File: src/rtl/i2cm_pkg.sv
package i2cm_pkg;
  localparam logic [3:0] DEV_PREFIX = 4'b1010;

  typedef enum logic [3:0] {
    ST_IDLE,
    ST_DEVADDR,
    ST_DEVACK,
    ST_PTR,
    ST_PTRACK,
    ST_WR,
    ST_WRACK,
    ST_TX,
    ST_MACK
  } bus_state_t;
endpackage

File: src/rtl/i2cm_sync.sv
module i2cm_sync #(
  parameter int STAGES = 2
) (
  input  logic clk,
  input  logic rst,
  input  logic scl_i,
  input  logic sda_i,
  output logic scl_s,
  output logic sda_s,
  output logic scl_rise,
  output logic scl_fall,
  output logic start_det,
  output logic stop_det
);
  logic [STAGES-1:0] scl_pipe;
  logic [STAGES-1:0] sda_pipe;
  logic              scl_d;
  logic              sda_d;

  always_ff @(posedge clk) begin
    if (rst) begin
      scl_pipe <= '1;
      sda_pipe <= '1;
      scl_d    <= 1'b1;
      sda_d    <= 1'b1;
    end else begin
      scl_pipe <= {scl_pipe[STAGES-2:0], scl_i};
      sda_pipe <= {sda_pipe[STAGES-2:0], sda_i};
      scl_d    <= scl_pipe[STAGES-1];
      sda_d    <= sda_pipe[STAGES-1];
    end
  end

  assign scl_s     = scl_pipe[STAGES-1];
  assign sda_s     = sda_pipe[STAGES-1];
  assign scl_rise  = scl_s & ~scl_d;
  assign scl_fall  = ~scl_s & scl_d;
  // data edges only count as framing while the clock stays high
  assign start_det = scl_s & scl_d & sda_d & ~sda_s;
  assign stop_det  = scl_s & scl_d & ~sda_d & sda_s;
endmodule

File: src/rtl/i2cm_mem.sv
module i2cm_mem #(
  parameter int DEPTH = 16,
  parameter int DW    = 8,
  localparam int AW   = $clog2(DEPTH)
) (
  input  logic          clk,
  input  logic          we,
  input  logic [AW-1:0] waddr,
  input  logic [DW-1:0] wdata,
  input  logic [AW-1:0] raddr,
  output logic [DW-1:0] rdata
);
  logic [DW-1:0] cells [DEPTH];

  always_ff @(posedge clk) begin
    if (we) cells[waddr] <= wdata;
    rdata <= cells[raddr];
  end
endmodule

File: src/rtl/i2cm_fsm.sv
module i2cm_fsm
  import i2cm_pkg::*;
#(
  parameter int AW = 4
) (
  input  logic          clk,
  input  logic          rst,
  input  logic          scl_rise,
  input  logic          scl_fall,
  input  logic          start_det,
  input  logic          stop_det,
  input  logic          sda_s,
  input  logic [1:0]    sel_a,
  input  logic          sel_fixed,
  input  logic [7:0]    rd_data,
  output logic          sda_oe,
  output logic          wr_req,
  output logic [7:0]    wr_data,
  output logic [AW-1:0] ptr,
  output bus_state_t    state
);
  logic [3:0] cnt_q;
  logic [7:0] sh_q;
  logic [7:0] tx_q;
  logic       addr_hit;
  logic       rx_state;

  assign addr_hit = (sh_q[7:4] == DEV_PREFIX) && sh_q[3] && sel_fixed &&
                    (sh_q[2:1] == sel_a);
  assign rx_state = (state == ST_DEVADDR) || (state == ST_PTR) || (state == ST_WR);

  always_ff @(posedge clk) begin
    if (rst) begin
      state   <= ST_IDLE;
      cnt_q   <= '0;
      sh_q    <= '0;
      tx_q    <= '0;
      sda_oe  <= 1'b0;
      wr_req  <= 1'b0;
      wr_data <= '0;
      ptr     <= '0;
    end else begin
      wr_req <= 1'b0;
      if (start_det) begin
        state  <= ST_DEVADDR;
        cnt_q  <= '0;
        sda_oe <= 1'b0;
      end else if (stop_det) begin
        state  <= ST_IDLE;
        cnt_q  <= '0;
        sda_oe <= 1'b0;
      end else if (rx_state) begin
        if (scl_rise && cnt_q != 4'd8) begin
          sh_q  <= {sh_q[6:0], sda_s};
          cnt_q <= cnt_q + 4'd1;
        end else if (scl_fall && cnt_q == 4'd8) begin
          cnt_q <= '0;
          if (state == ST_DEVADDR) begin
            if (addr_hit) begin
              sda_oe <= 1'b1;
              state  <= ST_DEVACK;
            end else begin
              state  <= ST_IDLE;
            end
          end else if (state == ST_PTR) begin
            sda_oe <= 1'b1;
            ptr    <= sh_q[AW-1:0];
            state  <= ST_PTRACK;
          end else begin
            sda_oe  <= 1'b1;
            wr_req  <= 1'b1;
            wr_data <= sh_q;
            state   <= ST_WRACK;
          end
        end
      end else begin
        case (state)
          ST_DEVACK: if (scl_fall) begin
            cnt_q <= '0;
            if (sh_q[0]) begin
              tx_q   <= {rd_data[6:0], 1'b0};
              sda_oe <= ~rd_data[7];
              state  <= ST_TX;
            end else begin
              sda_oe <= 1'b0;
              state  <= ST_PTR;
            end
          end
          ST_PTRACK: if (scl_fall) begin
            sda_oe <= 1'b0;
            state  <= ST_WR;
          end
          ST_WRACK: if (scl_fall) begin
            sda_oe <= 1'b0;
            ptr    <= ptr + 1'b1;
            state  <= ST_WR;
          end
          ST_TX: begin
            if (scl_rise) begin
              cnt_q <= cnt_q + 4'd1;
            end else if (scl_fall) begin
              if (cnt_q == 4'd8) begin
                sda_oe <= 1'b0;
                ptr    <= ptr + 1'b1;
                cnt_q  <= '0;
                state  <= ST_MACK;
              end else begin
                sda_oe <= ~tx_q[7];
                tx_q   <= {tx_q[6:0], 1'b0};
              end
            end
          end
          ST_MACK: begin
            if (scl_rise) begin
              if (sda_s) state <= ST_IDLE;
              else       cnt_q <= 4'd1;
            end else if (scl_fall && cnt_q == 4'd1) begin
              tx_q   <= {rd_data[6:0], 1'b0};
              sda_oe <= ~rd_data[7];
              cnt_q  <= '0;
              state  <= ST_TX;
            end
          end
          ST_IDLE: ;
          default: state <= ST_IDLE;
        endcase
      end
    end
  end
endmodule

File: src/rtl/i2c_mem_slave.sv
module i2c_mem_slave
  import i2cm_pkg::*;
#(
  parameter int MEM_DEPTH   = 16,
  parameter int SYNC_STAGES = 2
) (
  input  logic       clk,
  input  logic       rst,
  input  logic       scl_i,
  input  logic       sda_i,
  input  logic [1:0] sel_a,
  input  logic       sel_fixed,
  input  logic       wp,
  output logic       sda_oe
);
  localparam int ADDR_W = $clog2(MEM_DEPTH);

  logic              scl_s;
  logic              sda_s;
  logic              scl_rise;
  logic              scl_fall;
  logic              start_det;
  logic              stop_det;
  logic              wr_req;
  logic              mem_we;
  logic [7:0]        wr_data;
  logic [7:0]        rd_data;
  logic [ADDR_W-1:0] ptr;
  bus_state_t        state;

  i2cm_sync #(.STAGES(SYNC_STAGES)) u_sync (
    .clk       (clk),
    .rst       (rst),
    .scl_i     (scl_i),
    .sda_i     (sda_i),
    .scl_s     (scl_s),
    .sda_s     (sda_s),
    .scl_rise  (scl_rise),
    .scl_fall  (scl_fall),
    .start_det (start_det),
    .stop_det  (stop_det)
  );

  i2cm_fsm #(.AW(ADDR_W)) u_fsm (
    .clk       (clk),
    .rst       (rst),
    .scl_rise  (scl_rise),
    .scl_fall  (scl_fall),
    .start_det (start_det),
    .stop_det  (stop_det),
    .sda_s     (sda_s),
    .sel_a     (sel_a),
    .sel_fixed (sel_fixed),
    .rd_data   (rd_data),
    .sda_oe    (sda_oe),
    .wr_req    (wr_req),
    .wr_data   (wr_data),
    .ptr       (ptr),
    .state     (state)
  );

  // protection gates only the array strobe; the bus side is unchanged
  assign mem_we = wr_req & ~wp;

  i2cm_mem #(.DEPTH(MEM_DEPTH), .DW(8)) u_mem (
    .clk   (clk),
    .we    (mem_we),
    .waddr (ptr),
    .wdata (wr_data),
    .raddr (ptr),
    .rdata (rd_data)
  );
endmodule

File: config.mk
export PLATFORM = sky130hd
export DESIGN_NAME = i2c_mem_slave
export DESIGN_NICKNAME = d
export VERILOG_FILES = /design/src/rtl/i2cm_pkg.sv /design/src/rtl/i2cm_sync.sv /design/src/rtl/i2cm_mem.sv /design/src/rtl/i2cm_fsm.sv /design/src/rtl/i2c_mem_slave.sv
export SDC_FILE = /design/constraint.sdc
export NUM_CORES = 1
export LEC_CHECK = 0
export BUFFER_PORTS_ARGS = -buffer_cell sky130_fd_sc_hd__clkbuf_2
export CAP_MARGIN = 20
export CORE_MARGIN = 1
export CORE_UTILIZATION = 55
export DETAILED_ROUTE_END_ITERATION = 16
export PLACE_DENSITY = 0.8
export SETUP_SLACK_MARGIN = 0.1
export SLEW_MARGIN = 15
export SYNTH_ARGS = -nofsm -noshare
export SYNTH_HDL_FRONTEND = slang
export SYNTH_SLANG_ARGS = --single-unit
File: constraint.sdc
create_clock -name clk -period 2.3 [get_ports clk]
set_input_delay 0.46 -clock clk [delete_from_list [all_inputs] [get_ports clk]]
set_output_delay 0.46 -clock clk [all_outputs]
set_load 0.05 [all_outputs]
==> results by group <==
Synthesis
  • Ys async rst share: 0%
  • Syn_nets: 512
  • Seq/Total Area, Yosys: 64.4%
  • Mapped Area: 7550 µm²
  • Cell count after synthesis: 494
  • Post-synth top area cell: edfxtp_1
  • Number of synthesized flops with an enable pin: 128
  • Top-count cell post-synth: edfxtp_1
  • Area contributors post-synth: edfxtp_1, dfxtp_1, mux4_2
  • Yosys cell types: 61
  • Syn. warnings: 0
  • Post-synth top cells: edfxtp_1, dfxtp_1, mux4_2
  • Post-synth top area share: 50.9%
  • Seq cells post-synth: 179
  • Syn Area/Cell: 15.3 µm²
  • Synth Flop Type: edfxtp_1

Timing
  • Fin Setup TNS: 0 ns
  • Worst slew margin: 51.1%
  • Final hold violation count: 0
  • Worst-margin pin slew: 0.731 ns
  • Clk_skew: 0.00829 ns
  • Setup violators final: 0
  • Final worst-path cycle share: 92.0%
  • RSZ-0062 raised after global routing: yes
  • Minimum clock period: 2.12 ns
  • Pins Over Slew Limit: 0
  • WHS: 0.202 ns
  • Fmax: 472 MHz

Route
  • Via/cell ratio: 6.14
  • Routed WL per cell: 21.9 µm
  • DRT iter0 DRCs: 433
  • Total Wirelength: 15700 µm
  • DRT Pass-1 Iters: 5
  • Via count: 4399
  • Antenna Violating Nets Remaining: 0
  • DRC: 0

Power and ir drop
  • Peak VDD IR: 1150 µV
  • Pwr dens: 746 nW/µm²
  • Pleak: 2.85 nW

Final layout
  • N_diodes: 0
  • Layout area overhead: 13.8%
  • Post-layout nets: 546
  • Share of cells above drive strength 1: 26.1%
  • Fill cell count: 892

Global route
  • Pin count of the biggest net entering global routing: 29
  • Vias in the first global route: 4407
  • Total GRT Usage: 23.4%
  • GR met2 Demand/Resource: 38.1%
  • Grt met3 use: 5.80%
  • First-pass GRT wire length: 24300 µm
  • Total grt overflow: 0
  • Met1 Track Usage GR: 29.9%
  • Initial antenna violation count: 0
  • Grt peak-use layer: met2

Clock tree
  • Root Buffer: clkbuf_16
  • Clk buf depth: 2
  • Count of clock tree sinks: 179
  • H-tree levels: 4
  • Cts bufs inserted: 17
  • Clock transition at the registers of the reported paths: 0.07 ns
  • CTS tree: yes
  • Clock latency at the later pin of the worst-skew pair: 0.44 ns

Floorplan
  • Core area: 13300 µm²
  • Row count: 42
  • Chip width: 119 µm
  • I/O Pins: 9
  • Die footprint: 14200 µm²
  • Initial Utilization: 56.8%
  • Die height: 119 µm

Setup path
  • Most used cell, CP: or3_1
  • Critical-path cell list: inv_1, ha_1, and3b_2, o32ai_1, or3_1, or3_1, a31oi_1
  • Crit-path slowest cell: or3_1
  • Data required, critical path: 2.66 ns
  • CP Class: reg2reg
  • Worst Path Max Fanout: 9
  • Delay of the slowest critical-path stage: 0.50 ns
  • Critical Path Start Type: register
  • WP data arrival: 2.48 ns
  • R2R cell count: 7
  • Crit. End Element: register

Status
  • Status: completed

Placed design
  • Gp weighted congestion: 0.913
  • # port buffers: 8
  • DP HPWL: 10200 µm

Min path
  • Hold Path Class: in2reg
  • Hold depth: 2

Run
  • Max cap viols: 0
worst max-delay path, delay by kind of cell (launching register included):
kind	cells	cell delay, ns
AND/OR/NAND/NOR	3	1.15
flip-flops	1	0.36
adder cells (fa/ha/maj)	1	0.19
buffers and inverters	1	0.08
AO/OA/AOI/OAI	2	0.26
placed cells by master, fill, tap and decap left out, types with 3 or more instances in the layout:
cell type  instances
o21ai_0           10
edfxtp_1         128
inv_1             13
mux4_2            40
a211o_1            4
ha_1               8
clkinv_8           3
nand2b_1           6
dfxtp_1           46
a21oi_1           13
a31oi_1           10
dfxtp_2            5
inv_6              6
nor2b_1            6
nor2_1            37
mux2i_1           23
o32ai_1            3
a21o_1             3
or3_1              4
o31ai_1            5
clkbuf_16         17
nor3_1            10
or2_2              8
clkbuf_2           9
inv_8              3
nand3_1            4
o22ai_1            3
buf_4             36
nand2_1           15
a211oi_1          11
or4_1              4
worst paths after layout:
kind                             end               start  slack, ns
setup / recovery        u_fsm.ptr[0]      u_fsm.cnt_q[0]       0.18
setup reg to reg        u_fsm.ptr[0]      u_fsm.cnt_q[0]       0.18
hold reg to reg   u_sync.sda_pipe[1]  u_sync.sda_pipe[0]       0.41
hold / removal    u_sync.sda_pipe[0]               sda_i       0.20
power by group:
group	internal, W	switching (W)	leakage [nW]	total, W
clock network	0.00156	0.00137	0.290	0.00293
registers	0.00341	0.00000360	1.60	0.00341
logic	0.0000250	0.0000387	0.955	0.0000636
total	0.00499	0.00141	2.85	0.00640
stage by stage:
step / area [µm²] / std cells / setup slack (ns) / utilization [%] / power, W
final: 8590 / 717 / 0.184 / 64.6 / 0.00640
after global routing: 8590 / 717 / 0.0803 / 64.6 / 0.00655
after CTS: 8550 / 715 / 0.0915 / 64.3 / 0.00644
after detailed placement: 7940 / 683 / 0.0673 / 59.7 / 0.00355
after global placement: 7940 / 683 / 0.116 / 59.7 / 0.00355
after floorplan: 7550 / 494 / 0.262 / - / 0.00353
cell type report:
class	instances	area (µm²)	share of cell area [%]
clock inverters	15	180	2.10
clock buffers	17	425	4.95
flip-flops and latches	179	4870	56.7
multi-input cells	271	2510	29.2
repair buffers	46	335	3.90
well taps	176	220	2.56
inverters	13	48.8	0.568
cells by family after synthesis:
family | synth area share, %
simple gates | 8.69
mux | 15.0
buf+inv | 2.73
flops | 64.4
fa+ha+maj | 1.66
compound gates | 7.14
xor+xnor | 0.348
layer usage:
metal | vias up | share of wire [%]
met2 | 148 | 50
met4 | 0 | 2.5
li1 | 1999 | -
met5 | - | 0
met3 | 36 | 4.6
met1 | 2216 | 43
state kept, by name (all words and copies together), names as in the netlist:
name / flops
u_fsm.ptr: 4
u_fsm.wr_req: 1
u_fsm.wr_data: 8
u_fsm.sda_oe: 1
u_fsm.state: 4
u_sync.sda_pipe: 2
u_fsm.tx_q: 7
u_sync.sda_d: 1
u_sync.scl_d: 1
u_mem.cells: 128
u_sync.scl_pipe: 2
u_fsm.cnt_q: 4
u_mem.rdata: 8
u_fsm.sh_q: 8
repair_timing:
item,CTS,global route
pin swaps,0,1
setup endpoints to repair,4,16
gates resized for setup,2,8
hold buffers,0,0
setup buffers,0,1
Power figures use the tool's default switching activity.
